===== src/rtl/fg_pkg.sv =====
// Shared types for the frame capture block.
package fg_pkg;

    // Capture controller states.
    typedef enum logic [1:0] {
        ST_IDLE  = 2'd0,
        ST_ARM   = 2'd1,
        ST_CAPT  = 2'd2,
        ST_DRAIN = 2'd3
    } cap_state_t;

endpackage


===== src/rtl/fg_debounce.sv =====
// Level filter for the sensor frame-sync.
// The output takes a new level only after the input has held that level
// for STABLE consecutive samples.
// Assumes: the input is already synchronous to clk.
module fg_debounce #(
    parameter int STABLE = 4
) (
    input  logic clk,
    input  logic rst_n,
    input  logic raw,
    output logic clean
);
    localparam int CW = (STABLE > 1) ? $clog2(STABLE) : 1;
    localparam logic [CW-1:0] CNT_LAST = CW'(STABLE - 1);

    logic [CW-1:0] cnt;

    // Count samples that differ from the output; commit after STABLE of them.
    always_ff @(posedge clk) begin
        if (!rst_n) begin
            clean <= 1'b0;
            cnt   <= '0;
        end else if (raw == clean) begin
            cnt <= '0;
        end else if (cnt == CNT_LAST) begin
            clean <= raw;
            cnt   <= '0;
        end else begin
            cnt <= cnt + 1'b1;
        end
    end

    AST_DEB_RISE: assert property (@(posedge clk) disable iff (!rst_n)
        $rose(clean) |-> $past(raw));

endmodule


===== src/rtl/fg_packer.sv =====
// Packs LANES consecutive accepted pixels into one word, first pixel in the
// lowest lane. Pulses word_vld for one cycle after the last lane is filled.
// Assumes: clr is asserted between frames to realign the lane counter.
module fg_packer #(
    parameter int PIX_W = 8,
    parameter int LANES = 4
) (
    input  logic                   clk,
    input  logic                   rst_n,
    input  logic                   clr,
    input  logic                   pix_en,
    input  logic [PIX_W-1:0]       pix,
    output logic                   word_vld,
    output logic [PIX_W*LANES-1:0] word
);
    localparam int LW = (LANES > 1) ? $clog2(LANES) : 1;
    localparam logic [LW-1:0] LANE_LAST = LW'(LANES - 1);

    logic [LW-1:0] lane;

    // Place each accepted pixel in its lane and flag a finished word.
    always_ff @(posedge clk) begin
        if (!rst_n) begin
            lane     <= '0;
            word     <= '0;
            word_vld <= 1'b0;
        end else if (clr) begin
            lane     <= '0;
            word_vld <= 1'b0;
        end else begin
            word_vld <= 1'b0;
            if (pix_en) begin
                word[lane*PIX_W +: PIX_W] <= pix;
                if (lane == LANE_LAST) begin
                    lane     <= '0;
                    word_vld <= 1'b1;
                end else begin
                    lane <= lane + 1'b1;
                end
            end
        end
    end

    AST_WORD_GAP: assert property (@(posedge clk) disable iff (!rst_n)
        word_vld |=> !word_vld);

endmodule


===== src/rtl/fg_group_buf.sv =====
// Two-level group buffer.
// The first level gathers DEPTH words in arrival order and pulses full when
// the last slot is written. A trig pulse copies all slots into the second
// level, which is read through rd_sel.
// Assumes: trig only arrives while full is high, and at least two cycles
// separate words.
module fg_group_buf #(
    parameter int WORD_W = 32,
    parameter int DEPTH  = 8
) (
    input  logic                     clk,
    input  logic                     rst_n,
    input  logic                     clr,
    input  logic                     wr_en,
    input  logic [WORD_W-1:0]        wr_word,
    input  logic                     trig,
    input  logic [$clog2(DEPTH)-1:0] rd_sel,
    output logic                     full,
    output logic [WORD_W-1:0]        rd_word
);
    localparam int SW = $clog2(DEPTH);
    localparam logic [SW-1:0] IDX_LAST = SW'(DEPTH - 1);

    logic [WORD_W-1:0] lvl1 [DEPTH];
    logic [WORD_W-1:0] lvl2 [DEPTH];
    logic [SW-1:0]     idx;

    // Advance the write slot and flag the group's last word.
    always_ff @(posedge clk) begin
        if (!rst_n) begin
            idx  <= '0;
            full <= 1'b0;
        end else if (clr) begin
            idx  <= '0;
            full <= 1'b0;
        end else begin
            full <= wr_en && (idx == IDX_LAST);
            if (wr_en) begin
                idx <= (idx == IDX_LAST) ? '0 : idx + 1'b1;
            end
        end
    end

    for (genvar g = 0; g < DEPTH; g++) begin : g_slot
        // First level: capture the word addressed by the write slot.
        always_ff @(posedge clk) begin
            if (!rst_n) begin
                lvl1[g] <= '0;
            end else if (wr_en && (idx == SW'(g))) begin
                lvl1[g] <= wr_word;
            end
        end

        // Second level: take a snapshot of the first level on trig.
        always_ff @(posedge clk) begin
            if (!rst_n) begin
                lvl2[g] <= '0;
            end else if (trig) begin
                lvl2[g] <= lvl1[g];
            end
        end
    end

    assign rd_word = lvl2[rd_sel];

    AST_TRIG_WHEN_FULL: assert property (@(posedge clk) disable iff (!rst_n)
        trig |-> full);

endmodule


===== src/rtl/fg_coord.sv =====
// Handshake coordinator between the group buffer and the processor.
// It issues the copy pulse when a group is full and the second level is
// free (or being released this cycle), and holds ready until ack.
// It counts completed groups, flags a dropped group as overflow, and
// reports the acknowledge of the frame's last group.
// Assumes: clr is pulsed at frame start.
module fg_coord #(
    parameter int GROUPS = 3456
) (
    input  logic clk,
    input  logic rst_n,
    input  logic clr,
    input  logic all_ready,
    input  logic ack,
    output logic trig,
    output logic rd_valid,
    output logic overflow,
    output logic last_ack
);
    localparam int GW = $clog2(GROUPS + 1);
    localparam logic [GW-1:0] G_ALL = GW'(GROUPS);

    logic [GW-1:0] g_seen;

    assign trig     = all_ready && (!rd_valid || ack);
    assign last_ack = ack && rd_valid && !all_ready && (g_seen == G_ALL);

    // Ready flag: set by a copy, cleared by the processor acknowledge.
    always_ff @(posedge clk) begin
        if (!rst_n || clr) begin
            rd_valid <= 1'b0;
        end else if (trig) begin
            rd_valid <= 1'b1;
        end else if (ack) begin
            rd_valid <= 1'b0;
        end
    end

    // Sticky overflow and the count of completed groups.
    always_ff @(posedge clk) begin
        if (!rst_n || clr) begin
            overflow <= 1'b0;
            g_seen   <= '0;
        end else if (all_ready) begin
            g_seen <= g_seen + 1'b1;
            if (rd_valid && !ack) begin
                overflow <= 1'b1;
            end
        end
    end

    AST_NO_OVF_CLEAR: assert property (@(posedge clk) disable iff (!rst_n)
        overflow && !clr |=> overflow);
    AST_VALID_FROM_TRIG: assert property (@(posedge clk) disable iff (!rst_n)
        $rose(rd_valid) |-> $past(trig));
    AST_SEEN_BOUND: assert property (@(posedge clk) disable iff (!rst_n)
        g_seen <= G_ALL);

endmodule


===== src/rtl/fg_capture_top.sv =====
// Single-frame capture: arms the sensor on start and opens the capture
// window on the filtered sync rise. It packs pixels into words, buffers
// them in groups and hands each group to the processor with a
// ready/acknowledge handshake.
// Assumes: all inputs are synchronous to clk, and FRAME_W*FRAME_H is a
// multiple of LANES*GROUP_WORDS.
module fg_capture_top #(
    parameter int FRAME_W     = 384,
    parameter int FRAME_H     = 288,
    parameter int PIX_W       = 8,
    parameter int LANES       = 4,
    parameter int GROUP_WORDS = 8,
    parameter int SYNC_STABLE = 4
) (
    input  logic                           clk,
    input  logic                           rst_n,
    input  logic                           start,
    input  logic                           sync_in,
    input  logic                           pix_valid,
    input  logic [PIX_W-1:0]               pix_data,
    input  logic                           ack,
    input  logic [$clog2(GROUP_WORDS)-1:0] rd_sel,
    output logic                           sensor_run,
    output logic                           in_win,
    output logic                           rd_valid,
    output logic [PIX_W*LANES-1:0]         rd_word,
    output logic                           frame_done,
    output logic                           overflow
);
    import fg_pkg::*;

    localparam int WORD_W    = PIX_W * LANES;
    localparam int FRAME_PIX = FRAME_W * FRAME_H;
    localparam int GROUPS    = FRAME_PIX / (LANES * GROUP_WORDS);
    localparam int PCNT_W    = $clog2(FRAME_PIX);
    localparam logic [PCNT_W-1:0] PIX_LAST = PCNT_W'(FRAME_PIX - 1);

    cap_state_t        state;
    logic [PCNT_W-1:0] pcnt;
    logic              deb_sync, deb_q;
    logic              clr, pix_en, sync_rise;
    logic              word_vld, all_ready, trig, last_ack;
    logic [WORD_W-1:0] word;

    assign clr        = start && (state == ST_IDLE);
    assign in_win     = (state == ST_CAPT);
    assign sensor_run = (state != ST_IDLE);
    assign pix_en     = in_win && pix_valid;
    assign sync_rise  = deb_sync && !deb_q;

    fg_debounce #(.STABLE(SYNC_STABLE)) u_deb (
        .clk(clk), .rst_n(rst_n), .raw(sync_in), .clean(deb_sync)
    );

    fg_packer #(.PIX_W(PIX_W), .LANES(LANES)) u_pack (
        .clk(clk), .rst_n(rst_n), .clr(clr), .pix_en(pix_en), .pix(pix_data),
        .word_vld(word_vld), .word(word)
    );

    fg_group_buf #(.WORD_W(WORD_W), .DEPTH(GROUP_WORDS)) u_buf (
        .clk(clk), .rst_n(rst_n), .clr(clr), .wr_en(word_vld), .wr_word(word),
        .trig(trig), .rd_sel(rd_sel), .full(all_ready), .rd_word(rd_word)
    );

    fg_coord #(.GROUPS(GROUPS)) u_coord (
        .clk(clk), .rst_n(rst_n), .clr(clr), .all_ready(all_ready), .ack(ack),
        .trig(trig), .rd_valid(rd_valid), .overflow(overflow), .last_ack(last_ack)
    );

    // Remember the previous filtered sync level for edge detection.
    always_ff @(posedge clk) begin
        if (!rst_n) deb_q <= 1'b0;
        else        deb_q <= deb_sync;
    end

    // Frame controller: idle -> armed -> capturing -> draining -> idle.
    always_ff @(posedge clk) begin
        if (!rst_n) begin
            state      <= ST_IDLE;
            pcnt       <= '0;
            frame_done <= 1'b0;
        end else begin
            frame_done <= 1'b0;
            unique case (state)
                ST_IDLE:  if (start) state <= ST_ARM;
                ST_ARM: begin
                    if (sync_rise) begin
                        state <= ST_CAPT;
                        pcnt  <= '0;
                    end
                end
                ST_CAPT: begin
                    if (pix_en) begin
                        if (pcnt == PIX_LAST) state <= ST_DRAIN;
                        else                  pcnt  <= pcnt + 1'b1;
                    end
                end
                ST_DRAIN: begin
                    if (last_ack) begin
                        state      <= ST_IDLE;
                        frame_done <= 1'b1;
                    end
                end
                default: state <= ST_IDLE;
            endcase
        end
    end

    AST_WIN_AFTER_SYNC: assert property (@(posedge clk) disable iff (!rst_n)
        $rose(in_win) |-> deb_sync);
    AST_FRAME_END: assert property (@(posedge clk) disable iff (!rst_n)
        $fell(in_win) |-> $past(pix_en));
    AST_DONE_PULSE: assert property (@(posedge clk) disable iff (!rst_n)
        frame_done |=> !frame_done);
    AST_HOLD_UNTIL_ACK: assert property (@(posedge clk) disable iff (!rst_n)
        rd_valid && !ack |=> (!$stable(rd_sel) || $stable(rd_word)));

endmodule


===== config.mk =====
export PLATFORM = sky130hd
export DESIGN_NAME = fg_capture_top
export DESIGN_NICKNAME = d
export VERILOG_FILES = /design/src/rtl/fg_pkg.sv /design/src/rtl/fg_debounce.sv /design/src/rtl/fg_packer.sv /design/src/rtl/fg_group_buf.sv /design/src/rtl/fg_coord.sv /design/src/rtl/fg_capture_top.sv
export SDC_FILE = /design/constraint.sdc
export NUM_CORES = 1
export LEC_CHECK = 0
export BUFFER_PORTS_ARGS = -buffer_cell sky130_fd_sc_hd__clkbuf_2
export CAP_MARGIN = 10
export CORE_MARGIN = 4
export CORE_UTILIZATION = 47
export DETAILED_ROUTE_END_ITERATION = 8
export PLACE_DENSITY = 0.65
export SLEW_MARGIN = 20
export SYNTH_ARGS = -nofsm -noshare
export SYNTH_HDL_FRONTEND = slang
export SYNTH_HIERARCHICAL = 1
export SYNTH_SLANG_ARGS = --single-unit

===== constraint.sdc =====
create_clock -name clk -period 8.05 [get_ports clk]
set_input_delay 1.2075 -clock clk [delete_from_list [all_inputs] [get_ports clk]]
set_output_delay 1.2075 -clock clk [all_outputs]
set_load 0.01 [all_outputs]

Word level (Yosys, flattened, before mapping)
Memory sizes are Yosys's and may differ from the RTL's.
Cells that the tools add are included.
{"block": "op_classes", "n_mux": 61, "n_reduce_logical": 37, "addsub": 6, "n_eq_ne": 21, "bitwise_logic": 20, "shift": 2}
{"operator": "$mux 32", "n": 16}
{"operator": "$mux 17", "n": 3}
{"operator": "$neg 5->34", "n": 1}
{"operator": "$pmux 17 s2", "n": 1}
{"operator": "$shift 8x34->32 const A", "n": 1}
{"operator": "$shiftx 8x34->32", "n": 1}
{"operator": "$bwmux 32", "n": 1}
{"operator": "$mux 1", "n": 32}
{"operator": "$add 17x1->17 const B", "n": 1}
{"operator": "$eq 17x17->1 const B", "n": 1}
{"operator": "$logic_and 1x1->1", "n": 16}
{"operator": "$or 1x1->1", "n": 16}
{"operator": "$add 12x1->12 const B", "n": 1}
{"operator": "$eq 12x12->1 const B", "n": 1}
{"operator": "$eq 3x3->1 const B", "n": 4}
{"operator": "$mux 2", "n": 6}
{"operator": "$eq 2x2->1 const B", "n": 4}
{"operator": "$ne 2x2->1 const B", "n": 4}
{"operator": "$pmux 2 s4", "n": 1}
{"operator": "$reduce_and 2->1", "n": 4}
{"operator": "$eq 3x2->1 const B", "n": 2}
{"operator": "$reduce_bool 2->1", "n": 3}
{"operator": "$reduce_or 3->1", "n": 2}
{"operator": "$logic_not 1->1", "n": 5}
{"operator": "other kinds (14)", "n": 20}
{"block": "word_totals", "in_bits": 17, "ramBits": 512, "output_inout_bits": 37, "register_bits": 77, "word_cells": 163, "memories": 2}
{"name": "u_buf.lvl1", "words": 8, "word_bits": 32, "read_ports": 8, "rd_clocked_by_memory_dff": 0, "wr": 8, "line": "fg_group_buf.sv:24", "rtl": "logic [WORD_W-1:0] lvl1 [DEPTH];"}
{"name": "u_buf.lvl2", "words": 8, "word_bits": 32, "read_ports": 1, "rd_clocked_by_memory_dff": 0, "wr": 8, "line": "fg_group_buf.sv:25", "rtl": "logic [WORD_W-1:0] lvl2 [DEPTH];"}

Longest topological paths before layout
Gate-level depths: netlist of run 1.
{"block": "logic_depth", "depth_word": 7, "depth_mapped": 8, "ltp_nobuf": 7}

Cells and area by module
The synthesis of run 1 kept the hierarchy.
{"module": "fg_group_buf", "area_per_inst_um2": 21344.2, "cells_per_inst": 1271, "seq_area_each_um2": 15454.8, "n_inst": 1}
{"module": "fg_packer", "area_per_inst_um2": 1366.3, "cells_per_inst": 119, "seq_area_each_um2": 700.7, "n_inst": 1}
{"module": "fg_capture_top", "area_per_inst_um2": 1296.2, "cells_per_inst": 153, "seq_area_each_um2": 420.4, "n_inst": 1}
{"module": "fg_coord", "area_per_inst_um2": 660.6, "cells_per_inst": 76, "seq_area_each_um2": 280.3, "n_inst": 1}
{"module": "fg_debounce", "area_per_inst_um2": 118.9, "cells_per_inst": 9, "seq_area_each_um2": 60.1, "n_inst": 1}

Worst setup path after synthesis of run 1
OpenSTA, ideal clock, no wires.
{"block": "synth_timing", "path_type": "input -> register", "startpoint": "in ack", "endpoint": "mem u_buf.lvl2[0][0], enable pin", "arrival_time_ns": 7.900, "stages": 4, "setup_ns": 0.664, "slack_ns": -0.513, "n_path_buf": 1, "required_time_ns": 7.386, "cell_sequence": "nor2b_1 > nor2b_1 > clkbuf_1 > nand2b_1"}
{"element": "start: declaration", "line": "fg_capture_top.sv:21", "rtl": "input logic ack,"}
{"element": "end: declaration", "line": "fg_group_buf.sv:25"}

Final worst setup path of run 1
{"block": "layout_timing", "startpoint": "in rd_sel[0]", "endpoint": "out rd_word[19]"}
{"block": "layout_between", "elab_chain_cells": 1}
{"element": "start: declaration", "line": "fg_capture_top.sv:22", "rtl": "input logic [$clog2(GROUP_WORDS)-1:0] rd_sel,"}
{"element": "$mem_v2 8x32"}
{"element": "end: declaration", "line": "fg_capture_top.sv:26", "rtl": "output logic [PIX_W*LANES-1:0] rd_word,"}
Every way passes these cells.

==> results by group, run 1 <==
Worst setup path
  – Worst Path Class, Setup: in2out
  – Critical Path AT: 3.51 ns
  – Reg-to-reg critical path endpoint: u_buf/lvl2[7][27]$_SDFFCE_PN0P_
  – Setup crit start kind: primary input
  – Worst r2r path cells: 4
  – CP Capture Type: primary output
  – Reg2reg start: u_buf/full$_SDFF_PP0_
  – R2r setup slk: around 4.4 ns
  – CP Max Fanout: 38
  – Critical Path RT: roughly 7 ns

Pwr
  – Switch Pwr: 0.00139 W
  – Share of power burned in the clock network: 0.434
  – Switch share: 0.208
  – Total chip power: 0.00669 W
  – Part of the power in combinational logic: 0.050
  – Peak supply drop: 0.204 mV
  – Pwr/cell area: 242 nW/µm²
  – Power Internal: 0.00530 W
  – Lkg Pwr: between 10 and 15 nW
  – Seq pwr share: 0.516

STA
  – Post-route clock period utilization: 0.586
  – Slew @ Worst Pin: 1.08 ns
  – Final slew viol count: 0
  – Fin. Hold Viols: 0
  – Tmin final: 4.72 ns
  – Hold_ws: 0.440 ns
  – Final setup fails: 0
  – RSZ-0062 raised after global routing: false
  – Final clock skew: between 0.02 and 0.03 ns
  – Setup WS post-layout: 3.33 ns
  – Max_slew headroom: 0.280
  – FMAX: 212 MHz
  – Final TNS setup: 0 ns

Global routing
  – Met2 GRT Util: 0.315
  – First-pass GRT wire length: 82900 µm
  – Antenna violations before repair: 2
  – Met1 capacity usage during global routing: 0.268
  – Vias in the first global route: 13500
  – Gr ovfl total: 0
  – Overall Global Routing Usage: 0.190
  – Met3 usage: 0.0357
  – Largest net degree at the start of global routing: 226
  – Busiest grt layer: met2

Yosys
  – Yosys reg bits: 589
  – Prevailing post-synth register cell: edfxtp_1
  – Top post-synthesis cells by area: edfxtp_1 (62%), and3_1 (6.6%), and2_1 (6.6%)
  – Number of synthesized flops with an enable pin: 512
  – Synth area leader: edfxtp_1
  – Ys async rst share: 0
  – Synthesized cell area: 24800 µm²
  – Yosys top cell area share: 0.620
  – Yosys Warn Count: 6
  – Post-Syn Nets: 1666
  – Count of distinct cell types in the synthesized netlist: 74
  – Average size of a mapped cell: 15.2 µm²
  – Mapped Cells: roughly 1600
  – Seq/Total Area, Yosys: 0.682

Place
  – DPL Wire Length: around 29000 µm
  – Placed insts: ~2300
  – RePlAce Congestion: 0.809
  – Port bufs: between 50 and 60
  – Pre-CTS worst setup slack: 3.27 ns

Clock tree
  – CTS Sinks: 589
  – Cts hold-fix bufs: 0
  – Clk buf depth: 3
  – CTS Root Cell: clkbuf_16
  – H-tree depth: 2
  – Postcts setup bufs: 0
  – Worst-path clk slew: about 0.06 ns
  – CTS tree: done
  – CTS Buf Count: 59
  – Resized cells post-CTS: 0
  – Clk_lat worst skew: a little over 0.6 ns

Floorplan
  – Die W: 238 µm
  – Die Area: 56500 µm²
  – Total I/O pin count: 54
  – Die Ht: 238 µm
  – Cell row count: 83
  – Initial Util: 0.479
  – Core box area: 51700 µm²

Worst hold path
  – Hold path startpoint: u_deb/cnt[0]$_SDFF_PP0_
  – Hold Crit Endpoint: u_deb/cnt[0]$_SDFF_PP0_
  – Hold Path Cell Cnt: 1
  – Worst hold path class: reg2reg

Cells and area
  – Non-filler instance count after layout: 2373
  – Layout cell share with drive strength beyond 1: 0.161
  – Commonest non-fill, non-tap cell in the layout: edfxtp_1
  – Nets: 1681
  – Inserted Diodes: 0
  – Layout area overhead: 11.8%
  – Most frequent cells in the layout: edfxtp_1 (512), and2_1 (260), and3_1 (260)

Detailed routing
  – WL final: 53800 µm
  – Final ANT Viol Nets: 0
  – Vias post-DR: 13500
  – Vias/cell: 5.69
  – First-pass iteration count of the detailed router: 5
  – Drt drc: 0
  – Iter 0 DRT Violations: about 1300
  – WL/cell: 22.7 µm

Status
  – Result of the run: finished clean

Job
  – Max-cap violations: 0
-- synth_stat cells, types with 6 or more instances --
cell type  number
a21oi_1        23
a32o_2         16
and2_1        260
and3_1        262
and4_1          6
buf_1           6
buf_6          10
clkbuf_1       94
dfxtp_1        77
edfxtp_1      512
ha_1           21
inv_1          22
mux2_2         33
mux2i_1         7
mux4_1         40
mux4_2         24
nand2_1        45
nand2b_1        8
nand3_1        13
nor2_1         18
o21ai_0        17
o22ai_1         9
o2bb2ai_1       7
o31ai_1         6
or3_1           6
-- sequential cells by signal (all words and copies together), names as in the netlist --
name / cells
deb_q: 1
u_pack/word: 32
pcnt: 17
state: 2
u_buf/full: 1
u_coord/g_seen: 12
u_buf/lvl1: 256
u_deb/cnt: 2
u_buf/lvl2: 256
u_coord/overflow: 1
u_pack/word_vld: 1
u_pack/lane: 2
frame_done: 1
u_buf/idx: 3
u_deb/clean: 1
u_coord/rd_valid: 1
-- per-stage QoR --
step / util / instance area (µm²)
after floorplan: - / 24800
after global placement: 0.495 / 25600
after detailed placement: 0.495 / 25600
after CTS: 0.536 / 27700
after global routing: 0.536 / 27700
final: 0.536 / 27700
-- area by class of cell --
class | instances | area [µm²]
fillers | 4176 | 24000
flip-flops and latches | 589 | 16900
multi-input cells | 900 | 7320
clock buffers | 84 | 1790
well taps | 680 | 851
repair buffers | 71 | 434
clock inverters | 27 | 325
inverters | 22 | 82.6
-- routing by layer --
metal,vias up,wire length (µm),part of all wire
met4,0,872,0.016
li1,6214,-,-
met3,73,3090,0.057
met1,6876,23900,0.44
met5,-,0,0
met2,337,25900,0.48
-- worst max path at each step --
stage                   start  cells past startpoint  slack [ns]                              to
floorplan                 ack                      4        2.55  u_buf/lvl2[0][0]$_SDFFCE_PN0P_
global placement    rd_sel[0]                      5        3.31                     rd_word[19]
detailed placement  rd_sel[0]                      5        3.27                     rd_word[19]
CTS                 rd_sel[0]                      5        3.27                     rd_word[19]
global route        rd_sel[0]                      5        3.19                     rd_word[19]
finish              rd_sel[0]                      5        3.33                     rd_word[19]
-- critical path, stage by stage --
cell and delay (ns):
buf_4 0.44, buf_4 0.69, mux4_1 0.64, mux2_2 0.33, clkbuf_2 0.15
-- kinds of logic after synthesis --
| kind of cell | count (synthesis) | share of synthesized area |
|---|---|---|
| simple gates | 665 | 0.166 |
| flops | 589 | 0.682 |
| buf+inv | 139 | 0.0246 |
| compound gates | 105 | 0.0329 |
| mux | 104 | 0.0820 |
| fa+ha+maj | 21 | 0.0106 |
| xor+xnor | 5 | 0.00177 |
-- power by group through the flow --
stage	clock, W	combinational (W)	sequential [W]
after floorplan	0	0.000225	0.00351
after global placement	0	0.000330	0.00352
after detailed placement	0	0.000337	0.00352
after CTS	0.00296	0.000338	0.00346
after global routing	0.00310	0.000363	0.00347
final	0.00290	0.000333	0.00346
No activity file was read; power rests on OpenSTA's default activity.
==> run 2, diff against run 1 <==
clock period = 3.85 ns   (was 8.05 ns; I/O delays follow)
==> run 2 against run 1 <==
  * Worst hold slack got worse by 0.17 ns
  * Clock power increased by 92%
  * Critical path depth unchanged
  * Critical endpoint unchanged
  * Largest cell class unchanged
==> results by group, run 2 (same netlist as run 1, synthesis figures left out) <==
Status
  – Result of the run: finished clean

Floorplan
  – Total I/O pin count: 54
  – Die W: 238 µm
  – Core box area: 51700 µm²
  – Initial Util: 0.479
  – Cell row count: a little over 80
  – Die Area: 56500 µm²
  – Die Ht: 238 µm

Global routing
  – First-pass GRT wire length: 80600 µm
  – Gr ovfl total: 0
  – Overall Global Routing Usage: 0.184
  – Largest net degree at the start of global routing: around 260
  – Vias in the first global route: 13500
  – Antenna violations before repair: 1

Clock tree
  – Resized cells post-CTS: 0
  – Cts hold-fix bufs: 0
  – CTS Root Cell: clkbuf_16
  – CTS tree: done
  – CTS Sinks: between 500 and 600
  – CTS Buf Count: roughly 60
  – Clk buf depth: 3
  – Postcts setup bufs: 0
  – Clk_lat worst skew: 0.61 ns
  – Worst-path clk slew: 0.06 ns
  – H-tree depth: 2

Cells and area
  – Final instance area: 27700 µm²
  – Most frequent cells in the layout: edfxtp_1 (512), and3_1 (262), and2_1 (260)
  – Non-filler instance count after layout: 2390
  – Top flop regs: u_buf/lvl1 (256), u_buf/lvl2 (256), u_pack/word (32)
  – Fillcell total: between 4000 and 5000
  – Nets: 1700
  – Inserted Diodes: 0
  – Layout cell share with drive strength beyond 1: 0.164
  – Commonest non-fill, non-tap cell in the layout: edfxtp_1
  – Layout area overhead: 11.8%

Place
  – Port bufs: 53
  – RePlAce Congestion: 0.804
  – DPL Wire Length: 30200 µm
  – Cell Area, Placed: roughly 26000 µm²
  – Placed insts: 2281

Pwr
  – Total chip power: 0.0135 W
  – Peak supply drop: 0.388 mV
  – Pwr/cell area: 487 nW/µm²
  – Lkg Pwr: 11.0 nW

Worst hold path
  – Hold Path Cell Cnt: 3
  – Worst hold path class: in2reg

Detailed routing
  – Vias post-DR: ~14000
  – WL final: around 52000 µm
  – WL/cell: 21.8 µm
  – Vias/cell: between 5 and 6
  – Drt drc: 0
  – First-pass iteration count of the detailed router: 7
  – Iter 0 DRT Violations: 1257
  – Final ANT Viol Nets: 0

STA
  – Post-route clock period utilization: 0.756
  – RSZ-0062 raised after global routing: false
  – Final clock skew: 0.0181 ns
  – FMAX: 344 MHz
  – Final TNS setup: 0 ns
  – Tmin final: 2.91 ns
  – Final slew viol count: 0
  – Slew @ Worst Pin: 1.07 ns
  – Final setup fails: 0
  – Fin. Hold Viols: 0
  – Max_slew headroom: 0.282

Worst setup path
  – CP Capture Type: primary output
  – CP Max Fanout: 18
  – Setup crit start kind: primary input
  – Worst Path Class, Setup: in2out
  – Critical Path AT: 2.33 ns
  – Critical Path RT: 3.27 ns
  – Worst r2r path cells: 7

Job
  – Max-cap violations: 0
-- run 2: through the flow --
step,hold slack (ns),utilization,setup WS [ns]
after floorplan,0.405,-,0.193
after global placement,0.415,0.499,0.935
after detailed placement,0.429,0.499,0.913
after CTS,0.244,0.536,0.918
after global routing,0.268,0.536,0.835
final,0.266,0.536,0.939
-- run 2: area by class of cell --
| cell class | instances | area [µm²] | share of cell area |
|---|---|---|---|
| clock buffer | 79 | 1620 | 0.0586 |
| inverter | 22 | 82.6 | 0.00298 |
| clock inverter | 30 | 273 | 0.00984 |
| timing repair buffer | 90 | 652 | 0.0235 |
| sequential | 589 | 16900 | 0.610 |
| tap | 680 | 851 | 0.0307 |
| multi-input combinational | 900 | 7310 | 0.264 |
-- run 2: path summary, 6_finish.rpt --
kind / slack [ns] / end / from
min reg2reg: 0.43 / u_deb/cnt[0]$_SDFF_PP0_ / u_deb/cnt[0]$_SDFF_PP0_
max reg2reg: 1.10 / pcnt[16]$_SDFFE_PN0P_ / state[0]$_SDFFE_PN0P_
max: 0.94 / rd_word[19] / rd_sel[0]
min: 0.27 / u_deb/clean$_SDFFE_PN0P_ / sync_in
-- run 2: worst max-delay path, stage by stage --
cell and delay (ns):
buf_4 0.28, buf_4 0.39, mux4_1 0.59, mux2_2 0.33
clkbuf_2 0.15
-- run 2: per-layer routing --
metal  share of wire  up-vias  track usage  routed length, µm
li1                -     6260            -                  -
met3           0.065       75       0.0369               3400
met1            0.44     6838        0.259              23000
met2            0.47      394        0.297              24700
met4           0.020        0       0.0453               1040
met5               0        -            0                  0
-- run 2: report_power, final --
part           leakage [nW]  internal [W]  switching [W]  total, W
sequential             5.75       0.00715      0.0000804   0.00723
clock                 0.928       0.00322        0.00234   0.00557
combinational          4.34      0.000251       0.000453  0.000704
total                  11.0        0.0106        0.00288    0.0135
==> run 3, diff against run 2 <==
ABC_AREA = 1   (was not set)
PLACE_DENSITY = not set   (was 0.65)
clock period = 2.4 ns   (was 3.85 ns; I/O delays follow)
==> run 3 against run 2 <==
  * Non-clock buffer count grew 18
  * Worst setup slack lost 0.59 ns
  * Flip-flop and latch count is the same
  * Critical path type is now reg2reg
  * Critical endpoint is now u_buf/lvl2[6][25]$_SDFFCE_PN0P_
  * Highest routed layer unchanged
==> results by group, run 3 <==
Detailed routing
  – WL final: 60500 µm
  – Final ANT Viol Nets: 0
  – Vias post-DR: 17700
  – Iter 0 DRT Violations: about 1400
  – Vias/cell: around 4.8
  – WL/cell: 16.5 µm
  – First-pass iteration count of the detailed router: 5
  – Drt drc: 0

Global routing
  – Antenna violations before repair: 0
  – Overall Global Routing Usage: 0.202
  – First-pass GRT wire length: about 96000 µm
  – Largest net degree at the start of global routing: 77
  – Vias in the first global route: 17400
  – Gr ovfl total: 0

STA
  – Final slew viol count: 0
  – Final clock skew: 0.0162 ns
  – Fin. Hold Viols: 0
  – FMAX: between 400 and 500 MHz
  – Final TNS setup: 0 ns
  – Max_slew headroom: 0.451
  – Final setup fails: 0
  – Slew @ Worst Pin: about 0.82 ns
  – Tmin final: 2.05 ns
  – RSZ-0062 raised after global routing: false
  – Post-route clock period utilization: 0.854
  – Setup WS post-layout: roughly 0.35 ns

Pwr
  – Peak supply drop: 0.522 mV
  – Total chip power: 0.0224 W
  – Pwr/cell area: 759 nW/µm²
  – Lkg Pwr: 12.4 nW

Place
  – DPL Wire Length: 35200 µm
  – RePlAce Congestion: 0.858
  – Pre-CTS worst setup slack: 0.292 ns
  – Port bufs: 53

Clock tree
  – Resized cells post-CTS: 0
  – H-tree depth: 2
  – Worst-path clk slew: around 0.060 ns
  – Clk_lat worst skew: 0.63 ns
  – Postcts setup bufs: 0
  – Clk buf depth: 3
  – CTS Sinks: 589
  – CTS Root Cell: clkbuf_16
  – CTS tree: done
  – CTS Buf Count: slightly above 60

Yosys
  – Average size of a mapped cell: 9.44 µm²
  – Yosys reg bits: a little under 600
  – Prevailing post-synth register cell: edfxtp_1
  – Top post-synthesis cells by area: edfxtp_1 (58%), inv_1 (8.6%), nor2_1 (8.3%)
  – Ys async rst share: 0
  – Synth area leader: edfxtp_1
  – Top cells by count, synth: inv_1 (610), nor2_1 (588), nand2_1 (587), edfxtp_1 (512), nand3_1 (175)
  – Seq/Total Area, Yosys: 0.636
  – Number of synthesized flops with an enable pin: 512
  – Yosys Warn Count: 6
  – Count of distinct cell types in the synthesized netlist: 35
  – Most common cell in the netlist: inv_1
  – Mapped Cells: approximately 2800
  – Synthesized cell area: 26600 µm²
  – Post-Syn Nets: roughly 2900
  – Yosys top cell area share: 0.578

Cells and area
  – Most frequent cells in the layout: inv_1 (610), nor2_1 (588), nand2_1 (578)
  – Commonest non-fill, non-tap cell in the layout: inv_1
  – Top flop regs: u_buf/lvl1 (256), u_buf/lvl2 (256), u_pack/word (32)
  – Fillcell total: 5003
  – Layout cell share with drive strength beyond 1: 0.0791
  – Inserted Diodes: 0
  – Layout area overhead: 10.9%
  – Nets: roughly 2900

Job
  – Max-cap violations: 0

Worst setup path
  – Critical Path RT: 2.68 ns
  – Worst Path Class, Setup: reg2reg
  – Critical Path AT: 2.33 ns
  – Setup crit start kind: flop
  – CP Max Fanout: between 70 and 80
  – CP Capture Type: flop

Floorplan
  – Total I/O pin count: 54
  – Cell row count: 86
  – Die Ht: 246 µm
  – Die Area: 60500 µm²
  – Die W: 246 µm
  – Core box area: approximately 56000 µm²
  – Initial Util: 0.478

Status
  – Result of the run: finished clean

Worst hold path
  – Worst hold path class: in2reg
## run 3: cells by family (layout without fill, tap and decap cells)
group / after synthesis / after routing / synth area share
AO/OA/AOI/OAI: 68 / 68 / 0.0136
XOR/XNOR: 6 / 6 / 0.00197
adder cells (fa/ha/maj): 21 / 21 / 0.00987
buffers and inverters: 736 / 836 / 0.122
flip-flops: 589 / 589 / 0.636
AND/OR/NAND/NOR: 1399 / 1399 / 0.217
## run 3: worst max-delay path: stages, from the launching register on
cell	delay [ns]
dfxtp_1	0.45
inv_1	0.17
a21oi_1	0.22
buf_4	0.19
inv_1	0.10
nand2_8	0.13
buf_12	0.35
## run 3: final timing paths
path,startpoint,end,slack [ns],cells after the start
worst min-delay path,pix_data[4],u_pack/word[4]$_SDFFE_PN0P_,0.04,3
worst max-delay path,u_buf/full$_SDFF_PP0_,u_buf/lvl2[6][25]$_SDFFCE_PN0P_,0.35,6
worst max register to register,u_buf/full$_SDFF_PP0_,u_buf/lvl2[6][25]$_SDFFCE_PN0P_,0.35,6
worst min register to register,u_deb/cnt[0]$_SDFF_PP0_,u_deb/cnt[0]$_SDFF_PP0_,0.42,1
## run 3: what timing repair did
item,in CTS,in global routing
hold endpoints to repair,3,0
setup endpoints to repair,0,0
hold buffers,3,0
## run 3: power breakdown
part | total [W] | internal (W) | switching, W
Clock | 0.00879 | 0.00495 | 0.00383
Sequential | 0.0116 | 0.0115 | 0.000145
Combinational | 0.00200 | 0.000586 | 0.00142
## run 3: area by class of cell
class / instances / area (µm²) / share of cell area
Sequential cell: 589 / 16900 / 0.573
Tap cell: 748 / 936 / 0.0317
Inverter: 617 / 2320 / 0.0786
Timing Repair Buffer: 108 / 1010 / 0.0343
Clock buffer: 83 / 1630 / 0.0552
Clock inverter: 28 / 205 / 0.00695
Multi-Input combinational cell: 1494 / 6490 / 0.220
## run 3: routing by layer
layer	share of wire	vias to the layer above	global-route usage	wire (µm)
li1	-	8727	-	-
met1	0.45	8431	0.279	26900
met2	0.48	431	0.342	29100
met3	0.057	83	0.0316	3450
met4	0.017	0	0.0449	1040
met5	0	-	0	0
## run 3: per-stage QoR
step	utilization	instance area, µm²	hold slack [ns]	std cells
2_1_floorplan	-	26600	0.396	2819
3_3_place_gp	0.497	27600	0.406	3553
3_5_place_dp	0.497	27600	0.418	3553
4_1_cts	0.530	29500	0.000362	3667
5_1_grt	0.530	29500	0.0199	3667
6_report	0.530	29500	0.0423	3667
